**config.mk**
```make
export PLATFORM = sky130hd
export DESIGN_NAME = dual_domain_alu
export DESIGN_NICKNAME = d
export VERILOG_FILES = /design/src/rtl/dda_pkg.sv /design/src/rtl/pd_arith_core.sv /design/src/rtl/pd_logic_core.sv /design/src/rtl/pd_retention_reg.sv /design/src/rtl/dual_domain_alu.sv
export SDC_FILE = /design/constraint.sdc
export NUM_CORES = 1
export LEC_CHECK = 0
export ABC_AREA = 1
export BUFFER_PORTS_ARGS = -buffer_cell sky130_fd_sc_hd__buf_2
export CORE_MARGIN = 10
export CORE_UTILIZATION = 40
export CTS_CLUSTER_SIZE = 8
export DETAILED_ROUTE_END_ITERATION = 6
export RECOVER_POWER = 100
export SYNTH_ARGS = -nofsm -noshare
export SYNTH_HDL_FRONTEND = slang
export SYNTH_SLANG_ARGS = --single-unit
```
**constraint.sdc**
```tcl
create_clock -name clk -period 85 [get_ports clk]
set_clock_uncertainty 0.1 [all_clocks]
set_input_delay 17 -clock clk [delete_from_list [all_inputs] [get_ports clk]]
set_output_delay 17 -clock clk [all_outputs]
set_load 0.02 [all_outputs]
```
**src/rtl/dda_pkg.sv**
```systemverilog
package dda_pkg;
   typedef enum logic [2:0] {
      AR_ADD = 3'd0, AR_SUB = 3'd1, AR_MUL = 3'd2,
      AR_DIV = 3'd3, AR_INC = 3'd4, AR_DEC = 3'd5
   } arith_code_e;

   typedef enum logic [3:0] {
      LG_AND = 4'd0, LG_OR  = 4'd1, LG_XOR = 4'd2, LG_XNOR = 4'd3,
      LG_NOTA = 4'd4, LG_SHL = 4'd5, LG_SHR = 4'd6
   } logic_code_e;

   localparam int ARITH_SEL_W = 3;
   localparam int LOGIC_SEL_W = 4;
   localparam int NUM_DOMAINS = 2;
endpackage

```
**src/rtl/pd_arith_core.sv**
```systemverilog
module pd_arith_core
   import dda_pkg::*;
#(
   parameter int WIDTH = 16
) (
   input  logic [ARITH_SEL_W-1:0] op_i,
   input  logic [WIDTH-1:0]       a_i,
   input  logic [WIDTH-1:0]       b_i,
   output logic [WIDTH-1:0]       y_o
);
   localparam logic [WIDTH-1:0]   ONE  = WIDTH'(1);
   localparam logic [WIDTH-1:0]   ZERO = '0;
   logic [2*WIDTH-1:0]            prod;

   assign prod = {ZERO, a_i} * {ZERO, b_i};

   always_comb begin
      case (op_i)
         AR_ADD:  y_o = a_i + b_i;
         AR_SUB:  y_o = a_i - b_i;
         AR_MUL:  y_o = prod[WIDTH-1:0];
         AR_DIV:  y_o = (b_i == ZERO) ? '1 : a_i / b_i;
         AR_INC:  y_o = a_i + ONE;
         AR_DEC:  y_o = a_i - ONE;
         default: y_o = '0;
      endcase
   end

   always_comb begin
      if (op_i == AR_DIV && b_i == ZERO)
         assert_div_zero_R3: assert (&y_o);
   end
endmodule

```
**src/rtl/pd_logic_core.sv**
```systemverilog
module pd_logic_core
   import dda_pkg::*;
#(
   parameter int WIDTH = 16
) (
   input  logic [LOGIC_SEL_W-1:0] op_i,
   input  logic [WIDTH-1:0]       a_i,
   input  logic [WIDTH-1:0]       b_i,
   output logic [WIDTH-1:0]       y_o
);
   always_comb begin
      case (op_i)
         LG_AND:  y_o = a_i & b_i;
         LG_OR:   y_o = a_i | b_i;
         LG_XOR:  y_o = a_i ^ b_i;
         LG_XNOR: y_o = ~(a_i ^ b_i);
         LG_NOTA: y_o = ~a_i;
         LG_SHL:  y_o = {a_i[WIDTH-2:0], 1'b0};
         LG_SHR:  y_o = {1'b0, a_i[WIDTH-1:1]};
         default: y_o = '0;
      endcase
   end

   always_comb begin
      if (op_i == LG_SHL)
         assert_shl_lsb_R4: assert (y_o[0] == 1'b0);
   end
endmodule

```
**src/rtl/pd_retention_reg.sv**
```systemverilog
module pd_retention_reg #(
   parameter int               WIDTH   = 16,
   parameter logic [WIDTH-1:0] CORRUPT = '0
) (
   input  logic             clk,
   input  logic             rst_n,
   input  logic             pwr_i,
   input  logic             iso_i,
   input  logic             save_i,
   input  logic             restore_i,
   input  logic [WIDTH-1:0] d_i,
   output logic [WIDTH-1:0] q_o
);
   logic [WIDTH-1:0] shadow;
   logic             saved;

   always_ff @(posedge clk) begin
      if (!rst_n) begin
         q_o    <= '0;
         shadow <= '0;
         saved  <= 1'b0;
      end else begin
         if (!pwr_i)
            q_o <= CORRUPT;
         else if (restore_i) begin
            if (saved) q_o <= shadow;
         end else if (!iso_i)
            q_o <= d_i;
         if (pwr_i && save_i) begin
            shadow <= q_o;
            saved  <= 1'b1;
         end
      end
   end

   assert_off_corrupt_R7: assert property (@(posedge clk) disable iff (!rst_n)
      !pwr_i |=> (q_o == CORRUPT));
   assert_iso_hold_R5: assert property (@(posedge clk) disable iff (!rst_n)
      (pwr_i && iso_i && !restore_i) |=> $stable(q_o));
   assert_restore_R8: assert property (@(posedge clk) disable iff (!rst_n)
      (pwr_i && restore_i && saved) |=> (q_o == $past(shadow)));
   assert_restore_nosave_R9: assert property (@(posedge clk) disable iff (!rst_n)
      (pwr_i && restore_i && !saved) |=> $stable(q_o));
   assert_save_off_R10: assert property (@(posedge clk) disable iff (!rst_n)
      (!pwr_i) |=> $stable(shadow));
endmodule

```
**src/rtl/dual_domain_alu.sv**
```systemverilog
module dual_domain_alu
   import dda_pkg::*;
#(
   parameter int WIDTH = 16
) (
   input  logic                   clk,
   input  logic                   rst_n,
   input  logic [WIDTH-1:0]       opa,
   input  logic [WIDTH-1:0]       opb,
   input  logic [ARITH_SEL_W-1:0] arith_op,
   input  logic [LOGIC_SEL_W-1:0] logic_op,
   input  logic                   pick_logic,
   input  logic                   arith_pwr,
   input  logic                   logic_pwr,
   input  logic                   arith_iso,
   input  logic                   logic_iso,
   input  logic                   arith_save,
   input  logic                   logic_save,
   input  logic                   arith_restore,
   input  logic                   logic_restore,
   output logic [WIDTH-1:0]       result
);
   localparam logic [WIDTH-1:0] CORRUPT_PAT = {(WIDTH/2){2'b10}};

   if (WIDTH < 4 || (WIDTH % 2) != 0) begin : g_bad_width
      $error("dual_domain_alu: WIDTH must be even and at least 4");
   end

   logic [NUM_DOMAINS-1:0] pwr_v, iso_v, save_v, rest_v;
   logic [WIDTH-1:0]       core_y [NUM_DOMAINS];
   logic [WIDTH-1:0]       reg_q  [NUM_DOMAINS];

   assign pwr_v  = {logic_pwr,     arith_pwr};
   assign iso_v  = {logic_iso,     arith_iso};
   assign save_v = {logic_save,    arith_save};
   assign rest_v = {logic_restore, arith_restore};

   for (genvar d = 0; d < NUM_DOMAINS; d++) begin : g_dom
      logic [WIDTH-1:0] a_cl, b_cl;
      assign a_cl = iso_v[d] ? '0 : opa;
      assign b_cl = iso_v[d] ? '0 : opb;

      if (d == 0) begin : g_arith
         pd_arith_core #(.WIDTH(WIDTH)) u_core (
            .op_i(arith_op), .a_i(a_cl), .b_i(b_cl), .y_o(core_y[d]));
      end else begin : g_logic
         pd_logic_core #(.WIDTH(WIDTH)) u_core (
            .op_i(logic_op), .a_i(a_cl), .b_i(b_cl), .y_o(core_y[d]));
      end

      pd_retention_reg #(.WIDTH(WIDTH), .CORRUPT(CORRUPT_PAT)) u_ret (
         .clk(clk), .rst_n(rst_n), .pwr_i(pwr_v[d]), .iso_i(iso_v[d]),
         .save_i(save_v[d]), .restore_i(rest_v[d]),
         .d_i(core_y[d]), .q_o(reg_q[d]));
   end

   always_comb begin
      if (pick_logic)
         result = logic_pwr ? reg_q[1] : '0;
      else
         result = arith_pwr ? reg_q[0] : '0;
   end

   assert_clamp_R6: assert property (@(posedge clk) disable iff (!rst_n)
      ((pick_logic && !logic_pwr) || (!pick_logic && !arith_pwr)) |-> (result == '0));
   assert_route_R11: assert property (@(posedge clk) disable iff (!rst_n)
      (pick_logic && logic_pwr) |-> (result == reg_q[1]));
   assert_reset_R1: assert property (@(posedge clk)
      !rst_n |=> (reg_q[0] == '0 && reg_q[1] == '0));
endmodule

```
==> results.md <==
* TNS Setup at 0 ns
* Rows at 73
* Worst min-delay path class: flip-flop to flip-flop
* Largest net degree at the start of global routing at 52
* Fin. max-slew vios at 0
* Total Die Area at 0.0491 mm2
* Starting Density at 40.6%
* Routability cong. at 0.958
* Post-CTS setup buffers at 0
* CTS buffer count at 9
* Largest family of logic cells by synthesized area: simple AND/OR/NAND/NOR gates
* Final wirelength at 57000 um
* Vias in the first global route at 16303
* GRT Overall Usage at 22.3%
* Share of cells above drive strength 1 at 6.82%
* CTS tree: yes
* Fin nets at 2944
* Cts hold-fix bufs at 0
* Post-Syn Area at 0.0163 mm2
* Critical Path Fanout Max at 26
* Commonest cells after routing, fill and taps aside: nand2_1, inv_1, nor2_1
* Syn Area/Cell at 6.40 um2
* HPWL after detailed placement at 45400 um
* Synth Flop Type: dfxtp_1
* Arrival @ worst endpoint at 48.14 ns
* Synth Area in XOR/XNOR at 5.39%
* Total grt overflow at 0
* Async SR Flop Fraction at 0%
* Die Span Y at 222 um
* Worst-path clk slew at 0.06 ns
* Clock Latency Late Sink at 0.33 ns
* Tmin final at 48.02 ns
* Adder-Cell Fraction of Synth Area at 28.3%
* #FFs+latches synth at 66
* Synthesis-to-layout area growth at 6.61%
* Fin crit share at 56.5%
* Unrepaired setup endpoints after global routing: false
* Startpoint types: input pin
* Final setup fails at 0
* Mapped Cells at 2541
* CTS Sinks at 66
* H-Tree Depth at 3
* Worst-margin pin slew at 1.36 ns
* Clock buffer depth at 2
* Number of antenna-violating nets in the routed design at 0
* Routed length per instance at 18.4 um
* Syn Nets at 2910
* Status: complete, no violations
* Synth cell types at 61
* CORE AREA at 0.0400 mm2
* Post-synthesis mux area share at 0.123%
* I/O pin total at 66
* Die W at 222 um
* Max-slew headroom at 8.57%
* Synth Area in Simple Gates at 29.6%
* Clock root buffer: clkbuf_16
* Critical Path RT at 85.11 ns
* Residual DRC at 0
* Crit-path max cell delay at 1.59 ns
* Max cap viols at 0
* I/O Buffers at 65
* Hold Vio Cnt, Final at 0
* Crit end category: flip-flop
* First-pass GRT wire length at 89800 um
* Via density at 5.47
* Initial antenna violation count at 1
* Drt first pass iters at 6
* Setup Crit Path Kind: input pin to flip-flop
* Post-synthesis compound-gate area fraction at 17.5%
* Yosys warns at 0
* Cell mode on critical path: nand2_1
* First DRT Iteration DRCs at 1517
* Fmax at 20.8 MHz
* # resized after CTS at 0
* Commonest non-fill, non-tap cell in the layout: nand2_1
* Sequential area share after synthesis at 8.12%
* Routed via count at 16998
* Post-synth EDFFs at 0
* Slowest-stage cell, CP: clkinvlp_2
-- kinds of logic after synthesis --
| group | Yosys count |
|---|---|
| multiplexers | 2 |
| AO/OA/AOI/OAI | 483 |
| XOR/XNOR | 100 |
| adder cells (fa/ha/maj) | 319 |
| buffers and inverters | 465 |
| AND/OR/NAND/NOR | 1106 |
| flip-flops | 66 |
-- per-stage QoR --
stage	util [%]	setup slack (ns)	hold WS (ns)	cells	instance area [um2]
3_5_place_dp	42.8	41.29	0.359	3089	17100
2_1_floorplan	-	45.57	0.340	2541	16300
4_1_cts	43.5	41.56	0.373	3105	17400
3_3_place_gp	42.8	42.03	0.353	3089	17100
5_1_grt	43.3	33.52	0.397	3106	17300
6_report	43.3	36.98	0.369	3106	17300
-- cells in the mapped netlist, drive strengths merged, types with 3 or more instances --
cell type	number	area, um2
nand3	159	886
fa	81	1620
nand2	574	2230
nor2	267	1040
clkbuf	39	146
nor3	26	140
o211ai	19	143
a221oi	10	87.6
o31ai	11	82.6
o22ai	21	131
o2111ai	3	26.3
a21oi	123	631
o311ai	3	26.3
xnor2	33	289
ha	238	2980
inv	398	1500
a31oi	29	181
o21bai	17	128
o21ai	217	1160
nand3b	3	22.5
dfxtp	66	1320
a21o	9	67.6
clkinv	8	30.0
xor2	67	587
or2	40	250
o221ai	11	96.3
and2	19	119
nor4	4	31.3
buf	20	119
nand4	10	68.8
-- sequential cells by signal, summed over array words and instances, names as in the netlist --
signal	cells
g_dom.u_ret.q_o	32
g_dom.u_ret.shadow	32
g_dom.u_ret.saved	2
-- metal layers --
layer	GRT usage, %	part of all wire (%)	up-vias
met3	2.54	6.3	91
met5	0	0	-
met2	37.9	47	557
met1	29.2	44	7982
met4	5.84	2.8	0
li1	-	-	8368
-- layout make-up --
class                      instances  area (um2)
antenna                            1        2.50
inverter                         406        1530
timing repair buffer              82         428
fill                            4250       22700
tap                              525         657
clock buffer                       9         225
sequential                        66        1320
multi-input combinational       2010       13100
clock inverter                     7        70.1
-- path summary, 6_finish.rpt --
check                                    start                            endpoint  slack, ns  cells after the start
min reg2reg  g_dom[1].u_ret.saved$_SDFFE_PN0P_   g_dom[1].u_ret.saved$_SDFFE_PN0P_       0.37                      2
max                                  arith_iso  g_dom[0].u_ret.q_o[0]$_SDFFE_PN0P_      36.98                    184
max reg2reg  g_dom[0].u_ret.saved$_SDFFE_PN0P_  g_dom[0].u_ret.q_o[9]$_SDFFE_PN0P_      82.66                      5
min          g_dom[1].u_ret.saved$_SDFFE_PN0P_   g_dom[1].u_ret.saved$_SDFFE_PN0P_       0.37                      2
-- worst max-delay path: cells and delay by family --
| kind | cells | cell delay, ns |
|---|---|---|
| AOI/OAI and AO/OA | 36 | 6.13 |
| xor gates and xnor gates | 2 | 0.34 |
| adders and majority gates | 15 | 4.82 |
| buffers and inverters | 18 | 5.22 |
| and+or+nand+nor | 113 | 14.52 |
Power is not shown: default switching activity piles up to over one toggle a cycle in this logic, so the estimate is an artifact.
